## src/rtl/spp_pkg.sv

```systemverilog
package spp_pkg;

   // Role of a flag pin, two bits per pin in the control field
   typedef enum logic [1:0] {
      PIN_LOW   = 2'b00,
      PIN_HIGH  = 2'b01,
      PIN_FLAG  = 2'b10,
      PIN_INPUT = 2'b11
   } pin_mode_e;

   // Writable part of the control/status register, bits 7:2
   typedef struct packed {
      pin_mode_e b_mode;     // bits 7:6
      pin_mode_e a_mode;     // bits 5:4
      logic      clr_rise;   // bit 3
      logic      latch_fall; // bit 2
   } ctrl_t;

   localparam logic [5:0] CTRL_RST = 6'h3F;

endpackage

```

## src/rtl/spp_sync.sv

```systemverilog
// Multi-bit chain of synchronizer flops with per-bit reset values
module spp_sync #(
   parameter int         N       = 4,
   parameter int         STAGES  = 2,
   parameter logic [N-1:0] RST_VAL = '1
) (
   input  logic         clk,
   input  logic         rst_n,
   input  logic [N-1:0] d,
   output logic [N-1:0] q
);
   if (STAGES < 2) begin : g_bad_stages
      $error("spp_sync: STAGES must be at least 2");
   end

   logic [N-1:0] chain [STAGES];

   for (genvar s = 0; s < STAGES; s++) begin : g_stage
      always_ff @(posedge clk) begin
         if (!rst_n)        chain[s] <= RST_VAL;
         else if (s == 0)   chain[s] <= d;
         else               chain[s] <= chain[(s == 0) ? 0 : s-1];
      end
   end

   assign q = chain[STAGES-1];
endmodule

```

## src/rtl/spp_edge.sv

```systemverilog
// Edge detector on an already synchronized level
module spp_edge #(
   parameter logic RST_VAL = 1'b1
) (
   input  logic clk,
   input  logic rst_n,
   input  logic s,
   output logic rise,
   output logic fall
);
   logic prev;

   always_ff @(posedge clk) begin
      if (!rst_n) prev <= RST_VAL;
      else        prev <= s;
   end

   assign rise = s & ~prev;
   assign fall = ~s & prev;
endmodule

```

## src/rtl/spp_flag_pin.sv

```systemverilog
// One flag pin: fixed level, flag copy, or high-impedance input
module spp_flag_pin
   import spp_pkg::*;
(
   input  pin_mode_e mode,
   input  logic      flag,
   output logic      pin_out,
   output logic      pin_oe
);
   always_comb begin
      pin_out = 1'b0;
      pin_oe  = 1'b1;
      unique case (mode)
         PIN_LOW:   pin_out = 1'b0;
         PIN_HIGH:  pin_out = 1'b1;
         PIN_FLAG:  pin_out = flag;
         PIN_INPUT: pin_oe  = 1'b0;
         default:   pin_oe  = 1'b0;
      endcase
   end
endmodule

```

## src/rtl/spp_in_buf.sv

```systemverilog
// Input buffer with level (transparent) or falling-edge capture
module spp_in_buf #(
   parameter int W = 8
) (
   input  logic         clk,
   input  logic         rst_n,
   input  logic         latch_fall,
   input  logic         enabled,
   input  logic         stb_s,
   input  logic         stb_rise,
   input  logic         stb_fall,
   input  logic [W-1:0] din,
   input  logic         cpu_take,
   output logic [W-1:0] buf_q,
   output logic         full_q
);
   logic load, set_full;

   always_comb begin
      if (latch_fall) begin
         load     = enabled & stb_fall;
         set_full = enabled & stb_fall;
      end else begin
         load     = enabled & ~stb_s;
         set_full = enabled & stb_rise;
      end
   end

   always_ff @(posedge clk) begin
      if (!rst_n) begin
         buf_q  <= '0;
         full_q <= 1'b0;
      end else begin
         if (load) buf_q <= din;
         if (cpu_take)      full_q <= 1'b0;  // CPU read wins
         else if (set_full) full_q <= 1'b1;
      end
   end
endmodule

```

## src/rtl/spp_out_buf.sv

```systemverilog
// Output buffer with selectable clearing edge
module spp_out_buf #(
   parameter int W = 8
) (
   input  logic         clk,
   input  logic         rst_n,
   input  logic         clr_rise,
   input  logic         enabled,
   input  logic         stb_rise,
   input  logic         stb_fall,
   input  logic         cpu_load,
   input  logic [W-1:0] wdata,
   output logic [W-1:0] buf_q,
   output logic         full_q
);
   logic clr_edge;

   assign clr_edge = enabled & (clr_rise ? stb_rise : stb_fall);

   always_ff @(posedge clk) begin
      if (!rst_n) begin
         buf_q  <= '0;
         full_q <= 1'b0;
      end else begin
         if (cpu_load)      buf_q  <= wdata;
         if (cpu_load)      full_q <= 1'b1;  // CPU write wins
         else if (clr_edge) full_q <= 1'b0;
      end
   end
endmodule

```

## src/rtl/strobe_pport.sv

```systemverilog
module strobe_pport
   import spp_pkg::*;
#(
   parameter int DATA_W      = 8,
   parameter int SYNC_STAGES = 2
) (
   input  logic              clk,
   input  logic              rst_n,
   input  logic              cpu_wr,
   input  logic              cpu_rd,
   input  logic              cpu_addr,
   input  logic [DATA_W-1:0] cpu_wdata,
   output logic [DATA_W-1:0] cpu_rdata,
   input  logic [DATA_W-1:0] pad_din,
   output logic [DATA_W-1:0] pad_dout,
   output logic              pad_doe,
   input  logic              istb_n,
   input  logic              ostb_n,
   input  logic              fa_in,
   output logic              fa_out,
   output logic              fa_oe,
   input  logic              fb_in,
   output logic              fb_out,
   output logic              fb_oe
);
   localparam int         NSYNC    = 4;
   // bit order: 0 input strobe, 1 output strobe, 2 first pin, 3 second pin
   localparam logic [NSYNC-1:0] SYNC_RST = 4'b1011;
   localparam int         STAT_W   = 8;

   if (DATA_W < STAT_W) begin : g_bad_width
      $error("strobe_pport: DATA_W must hold the 8-bit status byte");
   end

   logic [NSYNC-1:0] sync_q;
   logic [1:0]       stb_rise, stb_fall;
   logic             istb_s, ostb_s, fa_s, fb_s;
   ctrl_t            ctrl_q;
   logic             ibf_q, obf_q;
   logic             enabled, show_status;
   logic [DATA_W-1:0] in_buf, out_buf, status_ext;
   logic [STAT_W-1:0] status;

   spp_sync #(.N(NSYNC), .STAGES(SYNC_STAGES), .RST_VAL(SYNC_RST)) u_sync (
      .clk(clk), .rst_n(rst_n),
      .d({fb_in, fa_in, ostb_n, istb_n}),
      .q(sync_q)
   );

   assign istb_s = sync_q[0];
   assign ostb_s = sync_q[1];
   assign fa_s   = sync_q[2];
   assign fb_s   = sync_q[3];

   for (genvar i = 0; i < 2; i++) begin : g_edge
      spp_edge #(.RST_VAL(SYNC_RST[i])) u_edge (
         .clk(clk), .rst_n(rst_n), .s(sync_q[i]),
         .rise(stb_rise[i]), .fall(stb_fall[i])
      );
   end

   always_ff @(posedge clk) begin
      if (!rst_n)                  ctrl_q <= ctrl_t'(CTRL_RST);
      else if (cpu_wr && cpu_addr) ctrl_q <= ctrl_t'(cpu_wdata[STAT_W-1:2]);
   end

   assign enabled = !((ctrl_q.b_mode == PIN_INPUT) && fb_s);

   spp_in_buf #(.W(DATA_W)) u_in (
      .clk(clk), .rst_n(rst_n),
      .latch_fall(ctrl_q.latch_fall), .enabled(enabled),
      .stb_s(istb_s), .stb_rise(stb_rise[0]), .stb_fall(stb_fall[0]),
      .din(pad_din), .cpu_take(cpu_rd && !cpu_addr),
      .buf_q(in_buf), .full_q(ibf_q)
   );

   spp_out_buf #(.W(DATA_W)) u_out (
      .clk(clk), .rst_n(rst_n),
      .clr_rise(ctrl_q.clr_rise), .enabled(enabled),
      .stb_rise(stb_rise[1]), .stb_fall(stb_fall[1]),
      .cpu_load(cpu_wr && !cpu_addr), .wdata(cpu_wdata),
      .buf_q(out_buf), .full_q(obf_q)
   );

   spp_flag_pin u_fa (.mode(ctrl_q.a_mode), .flag(obf_q), .pin_out(fa_out), .pin_oe(fa_oe));
   spp_flag_pin u_fb (.mode(ctrl_q.b_mode), .flag(ibf_q), .pin_out(fb_out), .pin_oe(fb_oe));

   assign status = {ctrl_q, obf_q, ibf_q};

   always_comb begin
      status_ext = '0;
      status_ext[STAT_W-1:0] = status;
   end

   assign show_status = (ctrl_q.a_mode == PIN_INPUT) && fa_s;
   assign pad_dout    = show_status ? status_ext : out_buf;
   assign pad_doe     = enabled && !ostb_s;
   assign cpu_rdata   = cpu_addr ? status_ext : in_buf;

endmodule

```

## config.mk

```make
export PLATFORM = sky130hd
export DESIGN_NAME = strobe_pport
export DESIGN_NICKNAME = d
export VERILOG_FILES = /design/src/rtl/spp_pkg.sv /design/src/rtl/spp_sync.sv /design/src/rtl/spp_edge.sv /design/src/rtl/spp_flag_pin.sv /design/src/rtl/spp_in_buf.sv /design/src/rtl/spp_out_buf.sv /design/src/rtl/strobe_pport.sv
export SDC_FILE = /design/constraint.sdc
export NUM_CORES = 1
export LEC_CHECK = 0
export CORE_MARGIN = 2
export CORE_UTILIZATION = 45
export DETAILED_ROUTE_END_ITERATION = 8
export DONT_BUFFER_PORTS = 1
export GPL_TIMING_DRIVEN = 0
export PLACE_DENSITY = 0.67
export SLEW_MARGIN = 20
export SYNTH_ARGS = -nofsm -noshare
export SYNTH_HDL_FRONTEND = slang
export SYNTH_SLANG_ARGS = --single-unit
```

## constraint.sdc

```tcl
create_clock -name clk -period 1.7 [get_ports clk]
set_clock_uncertainty 0.1 [all_clocks]
set_input_delay 0.34 -clock clk [delete_from_list [all_inputs] [get_ports clk]]
set_output_delay 0.34 -clock clk [all_outputs]
set_load 0.05 [all_outputs]
```

# After elaboration in Yosys (flattened, before gate mapping)
# Memories as Yosys holds them, arrays and structs flattened.
# Index checks and enable logic that the tools add are counted.
dict set report word_totals {
  register_bits 26
  wordCells 58
  ram_bits 8
  inputBits 25
  n_memories 1
  out_inout_bits 21
}
dict set report op_classes {
  reduce_logical 11
  bitwise 15
  n_eq_ne 6
  muxes 15
}
# memory words word_bits rd rd_ports_with_merged_regs wr line
set memory_table {}
lappend memory_table {u_sync.chain 2 4 2 0 2 spp_sync.sv:16} ;# logic [N-1:0] chain [STAGES];
# cell count
set op_table {}
lappend op_table {{8-bit 2-to-1 mux} 2}
lappend op_table {{1-bit 2-to-1 mux} 9}
lappend op_table {{1-bit AND} 8}
lappend op_table {{2-bit == test, second input constant} 4}
lappend op_table {{4-bit 2-to-1 mux} 2}
lappend op_table {{1-bit logical AND} 6}
lappend op_table {{1-bit inverter} 5}
lappend op_table {{2-bit by 1-bit == test with 1-bit output, second input constant} 2}
lappend op_table {{1-bit case mux with 2 select lines} 2}
lappend op_table {{1-bit zero test} 3}
lappend op_table {{1-bit OR} 2}
lappend op_table {{2-bit nonzero test} 1}
lappend op_table {{2-bit OR reduction} 1}

# Logic depth before layout (Yosys ltp)
# Gate-level depths: netlist of run 1.
dict set report depth {
  depth_word 6
  mapped_depth 5
  ltp_nobuf 4
}

# Modules after synthesis
# From an unflattened synthesis of run 1, not the netlist that was laid out.
dict set report hier_totals {
  hier_cells 160
  area_unflattened_um2 1599.0
}
# module n_inst seq_area_each_um2 area_each_um2 cells_each
set by_module_without_submodules {}
lappend by_module_without_submodules {strobe_pport 1 120.1 461.7 48}
lappend by_module_without_submodules {spp_in_buf 1 180.2 386.6 42}
lappend by_module_without_submodules {spp_out_buf 1 180.2 347.8 30}
lappend by_module_without_submodules {spp_sync 1 160.2 210.2 16}
lappend by_module_without_submodules {spp_flag_pin 2 0.0 57.6 8}
lappend by_module_without_submodules {spp_edge 2 20.0 38.8 4}

# Least setup slack after synthesis of run 1
# Ideal clock, no wire load.
dict set report synth_timing {
  path_type {register -> output}
  start {register ctrl_q[2] (netlist name)}
  end {output port pad_dout[4]}
  required_ns 1.260
  path_stages_with_launch 5
  arrival_ns 1.857
  path_buffers 1
  setup_slack_ns -0.597
  cell_sequence {dfxtp_1 > ha_1 > nand2_1 > buf_2 > o21ai_0}
}
dict set report synth_via {
  elab_chain_len 3
}
# element line
set synth_lines {}
lappend synth_lines {{from (decl)} strobe_pport.sv:38} ;# ctrl_t ctrl_q;
lappend synth_lines {{from (signal assigned)} strobe_pport.sv:63} ;# if (!rst_n) ctrl_q <= ctrl_t'(CTRL_RST);
lappend synth_lines {{from (signal assigned)} strobe_pport.sv:64} ;# else if (cpu_wr && cpu_addr) ctrl_q <= ctrl_t'(cpu_wdata[STAT_W-1:2]);
lappend synth_lines {{2-bit == test} strobe_pport.sv:95} ;# assign show_status = (ctrl_q.a_mode == PIN_INPUT) && fa_s;
lappend synth_lines {{1-bit logical AND} strobe_pport.sv:95}
lappend synth_lines {{8-bit 2-to-1 mux (*)} strobe_pport.sv:96} ;# assign pad_dout = show_status ? status_ext : out_buf;
lappend synth_lines {{to (decl)} strobe_pport.sv:15} ;# output logic [DATA_W-1:0] pad_dout,
# Mark *: on every way between the ends. The rest lies on a longest branch, timed or not.

# Worst setup path in the final report of run 1
dict set report layout_timing {
  start {register ctrl_q[2] (netlist name)}
  end {output port pad_dout[3]}
}
dict set report layout_via {
  elab_chain_len 3
}
# element line
set layout_lines {}
lappend layout_lines {{2-bit == test} strobe_pport.sv:95}
lappend layout_lines {{1-bit logical AND} strobe_pport.sv:95}
lappend layout_lines {{8-bit 2-to-1 mux} strobe_pport.sv:96}
# No other way between the ends.

==> results summary, run 1 <==
The checks that failed: negative setup slack. The area enclosed by the die boundary is 3865 sq um. Setup repair after global routing could not meet its margin everywhere. The worst-case clock buffer depth is 2. In this run the tightest slew margin relative to its limit is 0.5924. Of the total power, the share spent switching nets is 0.3181. After the flow finishes, the layout carries non-filler instances totaling 235.

The final-stage net count is 219. The number of H-tree levels came out at 2. The worst voltage drop across the vdd grid came out at 0.5147 mV. The dominant synthesized flop cell is dfxtp_1. The cell leakage power is 0.0007363 uW. The endpoint identified for the worst register-to-register timing path is u_in.buf_q[5]. TritonCTS built the clock tree. Ranked by instance count, the synthesized netlist is headed by 48 x nand2_1, 34 x dfxtp_1, 12 x mux2_2.

The global-route total usage across every layer came out at 0.2035. The number of hold violations in the final report came out at 0. The placer's final routability congestion estimate came out at 0.7636. Summing all flip-flop and latch instances after layout gives 693.2 sq um. The worst register-to-register path begins at ctrl_q[4]. Power spread over the standard cell area amounts to 882.2 nW/um^2.

The pin slew with the least headroom to its limit is 0.6114 ns. The area of the multi-input gates is 930.9 sq um. Max-cap violations in this run came to 0.

The number of synthesis warnings came out at 0. The detailed router's first-iteration violation count is 92. Summed over all nets, the switching power comes to 538.6 uW. The final routed wirelength across all metal layers is 3.733 mm. The sum of net half-perimeters after detailed placement is 2.487 mm. The via count of the first global-routing pass came to 1240.

After technology mapping, the gate count stands at 171. The area share of the leading cell type in the synthesized netlist came out at 0.4470. The global route total overflow came out at 0.

The final critical path time including I/O delays and setup is 1.911 ns. Power comes to 1693 uW. The share of total power in combinational logic is 0.219.

In the finished design, the share of the clock period the worst path needs comes to 1.124. The total core area came out at 3284 sq um. The count of pins over their slew limit came out at 0. The number of antenna diodes in the final layout is 0. The depth of the worst register-to-register path came out at 4. The count of filler cells inserted in the layout is 311. On the worst path, the slowest cell contributes a delay of 0.38 ns.

The highest clock frequency the design can meet is 523.4 MHz. The maximum fanout along the worst path is 5. Ranked by total cell area, the synthesized netlist is headed by dfxtp_1 45%, nand2_1 12%, mux2_2 8.9%, mux2i_1 5.3%, ha_1 4.9%. Clock-pin slew was measured on the worst setup and hold paths at 0.10 ns. On the critical path the largest part of the delay comes from flip-flops. The via density per instance is 5.277.

The initial antenna violation count came out at 0. The detailed-routing iteration count for the pre-antenna-repair pass is 4. The average instance area after synthesis came out at 8.905 sq um. The worst hold path begins at ostb_n. The x dimension of the die came out at 62.17 microns. The post-placement setup slack came out at -0.3736 ns.

The total standard cell area after synthesis is 1523 sq um. Along the worst hold path, the cell count comes to 1. STA classifies the critical path endpoint as an output pin. Synthesis inferred 34 register bits. The DRC violation count after routing is 0. The share of post-route cells with drive strength above 1 came out at 0.2698. The number of antenna-violating nets in the routed design is 0. Walking the worst path, the cells encountered are ha_4 -> nand2_4 -> buf_6 -> mux2_4. Entering global routing, the biggest net connects 11 pins. In this run the vertical extent of the chip is 62.17 microns. Compared with the post-synthesis result, the final layout area differs by 26.05%. Of the synthesized area, sequential elements account for 0.4470. nand2_1 is the most common cell in the netlist. The post-synthesis async set-or-reset flop share is 0. The count of buffers from port buffering is 0. The path type of the worst min-delay path is input pin to flip-flop.

The setup-violating endpoint count in the final report came out at 13. The number of placed instances, taps included, is 217. The total number of placement rows is 21. Data arrives at the worst endpoint at 1.47 ns. The total number of clock tree sinks came out at 34. The leading area contributor after synthesis is dfxtp_1. The worst-case register-to-register setup slack is 0 ns. The insertion delay to the later sink of the worst-skew pair came out at 0.32 ns. The startpoint class of the critical path is a flip-flop. The endpoint required time on the critical path came out at 1.26 ns. The first-pass GRT wire length is 6.120 mm. Once routing completed, OpenROAD measured the worst setup slack at -0.2105 ns. The clock power share came out at 0.270. For this design, the slowest cell found on the critical path is dfxtp_4. By startpoint and endpoint, the worst setup path is classified as flip-flop to output pin. The worst hold path terminates at u_sync.chain[0][1].

The share of total power dissipated in sequential elements is 0.510. The run finished, with violations left. The buffer type at the clock tree root is clkbuf_4.

The I/O pin total is 46. The CTS buffer count came out at 5. Counting every net in the synthesized netlist gives 202. The mean routed wirelength per cell is 15.89 microns.

The effective utilization at floorplan came out at 0.4636. The number of enable flip-flop cells after synthesis came out at 0. The number of buffer and inverter stages on the critical path came out at 1. The count of different cell masters after synthesis is 23. The cell-internal power came out at 1155 uW. The via count is 1240.
-- cells by family (layout without fill, tap and decap cells) --
family,Yosys count,count (layout),synth area share
AO/OA/AOI/OAI,25,25,0.1224
buffers and inverters,17,35,0.04355
flip-flops,34,34,0.4470
adder cells (fa/ha/maj),6,6,0.04930
multiplexers,20,20,0.1413
AND/OR/NAND/NOR,69,69,0.1964
-- power by group through the flow --
stage	registers [uW]	clock network, uW	logic (uW)
2_1_floorplan	868	0	257
3_3_place_gp	876	0	282
3_5_place_dp	878	0	288
4_1_cts	865	473	348
5_1_grt	870	516	397
6_report	864	458	371
-- metal layers --
metal / vias to the layer above / global-route usage / routed length, microns
li1: 601 / - / -
met1: 595 / 0.2414 / 1552
met2: 40 / 0.3451 / 1901
met3: 4 / 0.07790 / 241
met4: 0 / 0.05556 / 37
met5: - / 0 / 0
-- flip-flops by register name (all words and copies together), names as in the netlist --
register and cells:
g_edge.u_edge.prev 2, u_in.buf_q 8, u_in.full_q 1, u_out.full_q 1
ctrl_q 6, u_sync.chain 8, u_out.buf_q 8
-- cells in the final DEF (no fill, tap or decap), types with 3 or more instances in the layout --
cell type | netlist | final
nand2_1 | 48 | 47
dfxtp_1 | 34 | 30
nand2b_1 | 10 | 10
clkbuf_1 | 7 | 8
a21boi_0 | 8 | 8
mux2i_1 | 8 | 8
mux2_4 | 0 | 6
mux2_2 | 12 | 6
clkbuf_4 | 0 | 5
buf_6 | 0 | 4
o21ai_4 | 0 | 4
o211ai_1 | 4 | 4
ha_4 | 0 | 4
buf_4 | 0 | 4
clkinvlp_4 | 0 | 3
inv_1 | 7 | 3
and2_1 | 3 | 3
dfxtp_4 | 0 | 3
dlygate4sd3_1 | 0 | 3
-- final cells by class --
class / instances / share of cell area
repair buffers: 10 / 0.04889
flip-flops and latches: 34 / 0.3611
clock buffers: 7 / 0.02868
well taps: 46 / 0.02999
clock inverters: 1 / 0.002608
inverters: 8 / 0.02151
multi-input cells: 120 / 0.4850
plain buffers: 9 / 0.02216
-- metrics by stage --
| stage | TNS (ns) | instance area, sq um | hold slack [ns] | util |
|---|---|---|---|---|
| 2_1_floorplan | -0.9140 | 1531 | 0.2863 | - |
| 3_3_place_gp | -1.620 | 1589 | 0.2898 | 0.4838 |
| 3_5_place_dp | -1.654 | 1589 | 0.2922 | 0.4838 |
| 4_1_cts | -1.741 | 1854 | 0.0001040 | 0.5646 |
| 5_1_grt | -3.235 | 1919 | 0.001912 | 0.5844 |
| 6_report | -1.860 | 1919 | 0.01714 | 0.5844 |
-- repair_timing --
action	4_1_cts	5_1_grt
hold endpoints to repair	2	2
gates cloned	1	0
hold buffers	1	2
resized for setup	37	6
setup buffers	3	3
setup endpoints to repair	15	15
pin swaps	8	7
-- worst max path at each step --
stage / startpoint / endpoint / slack (ns) / depth (start not counted)
global placement: ctrl_q[2] / pad_dout[6] / -0.36 / 4
CTS: ctrl_q[2] / pad_dout[2] / -0.22 / 4
detailed placement: ctrl_q[2] / pad_dout[6] / -0.37 / 4
global route: ctrl_q[2] / pad_dout[3] / -0.28 / 4
floorplan: ctrl_q[2] / pad_dout[4] / -0.22 / 4
finish: ctrl_q[2] / pad_dout[3] / -0.21 / 4
(Power assumes the default switching activity.)
==> inputs of run 2 (changes only) <==
- BUFFER_PORTS_ARGS: not set -> -buffer_cell sky130_fd_sc_hd__buf_4
- DONT_BUFFER_PORTS: 1 -> not set
- PLACE_DENSITY: 0.67 -> 0.78
==> run 2 against run 1 <==
  * The run still ends with negative setup slack left
  * Register-to-register slack improved by 0.14 ns
  * Largest power group unchanged
  * Utilization is 11 points higher
  * Power up 6.5%
  * Via count rose by 7.7%
  * Critical path type unchanged
  * Sequential power barely moved
  * Routed wire length shrank 3.7%
  * Largest cell class unchanged
==> results summary, run 2 (synthesized netlist as in run 1, its figures left out) <==
Result of the run: complete, but fails checks (unchanged). Violations in the final reports: negative setup slack (unchanged). The via density per instance was 4.837 (was 5.277). The CTS clock-pin slew for the worst setup and hold paths was 0.11 ns (was 0.10 ns). The pin slew with the least headroom to its limit is 0.6017 ns (was 0.6114 ns). The switching power is 572.5 uW (was 538.6 uW). The number of antenna-violating nets in the routed design came out at 0 (unchanged). The number of standard cells in the final layout excluding fillers is 276 (was 235).

The startpoint class of the critical path is a flip-flop (unchanged). The maximum number of pins on one net before global-route repair came out at 12 (was 11). The effective utilization at floorplan is 0.4636 (unchanged).

The clock tree from TritonCTS is built (unchanged). The global-route total usage across every layer was 0.1985 (was 0.2035). The endpoint required time on the critical path is 1.26 ns (about the same). The count of cells along the worst hold path is 2 (was 1). The detailed-routing iteration count for the pre-antenna-repair pass came out at 4 (unchanged). The maximum fanout along the worst path is 4 (was 5). The cell count after placement came out at 262 (was 217).

The setup slack of the critical path after layout came out at -0.2622 ns (was -0.2105 ns). The final-stage net count is 260 (was 219). Most frequent cells in the layout: 43 x nand2_1, 37 x buf_4, 28 x dfxtp_1, 11 x buf_6, 10 x nand2b_1 (was 47 x nand2_1, 30 x dfxtp_1, 10 x nand2b_1). The switching fraction of total power came out at 0.3174 (was 0.3181). The clock power share came to 0.265 (was 0.270).

The final critical path time including I/O delays and setup came out at 1.962 ns (was 1.911 ns). The number of H-tree levels was 2 (unchanged). The register share of total power came out at 0.479 (was 0.510). The die height was 62.17 microns (unchanged). Setup repair after global routing missed its margin: true (unchanged).

The buffer type at the clock tree root was clkbuf_4 (unchanged). The initial antenna violation count came out at 0 (unchanged). The insertion delay to the later sink of the worst-skew pair is 0.34 ns (was 0.32 ns). The depth of the worst register-to-register path came out at 3 (was 4).

The ratio of final minimum period to clock period came out at 1.154 (was 1.124). The total number of clock tree sinks is 34 (unchanged). The via count of the first global-routing pass is 1306 (was 1240).

The count of filler cells inserted in the layout is 288 (was 311). The worst voltage drop across the vdd grid was 0.4493 mV (was 0.5147 mV). The cell-internal power came to 1231 uW (was 1155 uW). The post-route total power came to 1804 uW (was 1693 uW). The DRC violation count after routing came out at 0 (unchanged).

The placer's final routability congestion estimate is 0.7734 (was 0.7636). The total core area came out at 3284 sq um (unchanged). The count of hold-fix buffers inserted at cts came out at 0 (was 1). The layout overhead on the synthesized area came out at 49.63% (was 26.05%). Top Registers: u_in.buf_q x8, u_out.buf_q x8, u_sync.chain x8 (unchanged). The via count is 1335 (was 1240). The final routed wirelength across all metal layers came out at 3.594 mm (was 3.733 mm).

The hold slack is 0.07963 ns (was 0.01714 ns). The first-pass GRT wire length is 5.975 mm (was 6.120 mm). The detailed router's first-iteration violation count is 40 (was 92). The count of pins over their slew limit is 0 (unchanged). The mean routed wirelength per cell came to 13.02 microns (was 15.89 microns). The setup-violating endpoint count in the final report is 11 (was 13). The cell leakage power is 0.0009774 uW (was 0.0007363 uW). The commonest non-fill, non-tap cell in the layout is nand2_1 (unchanged). The number of hold violations in the final report came to 0 (unchanged). The count of buffers from port buffering came out at 45 (was 0). The share of total power in combinational logic came out at 0.256 (was 0.219). The number of maximum-capacitance violations is 0 (unchanged).

The total number of placement rows is 21 (unchanged). The total power density per cell area came out at 791.6 nW/um^2 (was 882.2 nW/um^2). The CTS buffer count is 5 (unchanged). The worst slew margin relative to its limit came to 0.5988 (was 0.5924). The path type of the worst min-delay path is input pin to flip-flop (unchanged).

The sum of net half-perimeters after detailed placement is 2.435 mm (was 2.487 mm). The area enclosed by the die boundary is 3865 sq um (unchanged). The I/O pin total came out at 46 (unchanged). The x dimension of the die came to 62.17 microns (unchanged). The highest clock frequency the design can meet came to 509.6 MHz (was 523.4 MHz). The worst-case clock buffer depth came out at 2 (unchanged). The worst path arrival time is 1.52 ns (was 1.47 ns). The kind of end point of the critical path is an output pin (unchanged). The share of post-route cells with drive strength above 1 is 0.4478 (was 0.2698). The critical path class is flip-flop to output pin (unchanged). The global route total overflow is 0 (unchanged). The number of antenna diodes came out at 0 (unchanged).
## run 2: cell types whose count changed in the layout (fill, tap and decap cells not counted), moves of 3 or more
cell,change
nand2_1,-4
dlygate4sd3_1,-3
buf_8,+5
buf_4,+33
buf_6,+7
nand2_4,+3
dfxtp_2,+3
## run 2: power by group through the flow
stage               registers (uW)  clock network [uW]  logic (uW)
global placement               875                   0         378
global route                   870                 522         493
CTS                            862                 492         442
detailed placement             876                   0         383
floorplan                      868                   0         257
finish                         865                 477         462
## run 2: critical path, stage by stage (launching register included)
cell and delay, ns:
dfxtp_2 0.36, ha_4 0.17, nand2_4 0.06, buf_6 0.12, mux2_4 0.31, buf_8 0.15
## run 2: final timing paths
check	from	to	slack [ns]
hold reg to reg	u_sync.chain[0][3]	u_sync.chain[1][3]	0.32
hold / removal	ostb_n	u_sync.chain[0][1]	0.08
setup reg to reg	ctrl_q[5]	u_in.buf_q[2]	0.14
setup / recovery	ctrl_q[3]	pad_dout[2]	-0.26
## run 2: through the flow
stage	setup TNS [ns]	util	worst slack (ns)	instance area, sq um
after detailed placement	-0.4946	0.5867	-0.2031	1927
after floorplan	-0.9140	-	-0.2211	1531
after global routing	-2.712	0.6937	-0.3148	2278
final	-2.037	0.6937	-0.2622	2278
after global placement	-0.5160	0.5867	-0.2137	1927
after CTS	-2.152	0.6709	-0.2590	2203
## run 2: layer usage
metal	vias to the layer above	share of wire	GRT usage	wire length, microns
met1	611	0.44	0.2491	1580
met4	0	0.016	0.1028	58
li1	680	-	-	-
met5	-	0	0	0
met3	5	0.039	0.03986	139
met2	39	0.51	0.3234	1816
## run 2: cell type report
| class | instances | area [sq um] | share of cell area |
|---|---|---|---|
| buffer | 8 | 37.54 | 0.01647 |
| clock buffer | 6 | 51.30 | 0.02252 |
| clock inverter | 2 | 12.51 | 0.005491 |
| inverter | 8 | 32.53 | 0.01428 |
| multi-input combinational | 120 | 928.4 | 0.4075 |
| sequential | 34 | 693.2 | 0.3042 |
| tap | 46 | 57.56 | 0.02526 |
| timing repair buffer | 52 | 465.4 | 0.2043 |
## run 2: timing repair
action,CTS,global route
gates resized for setup,44,21
pin swaps,6,0
endpoints found under the setup margin,12,19
buffers inserted,7,0
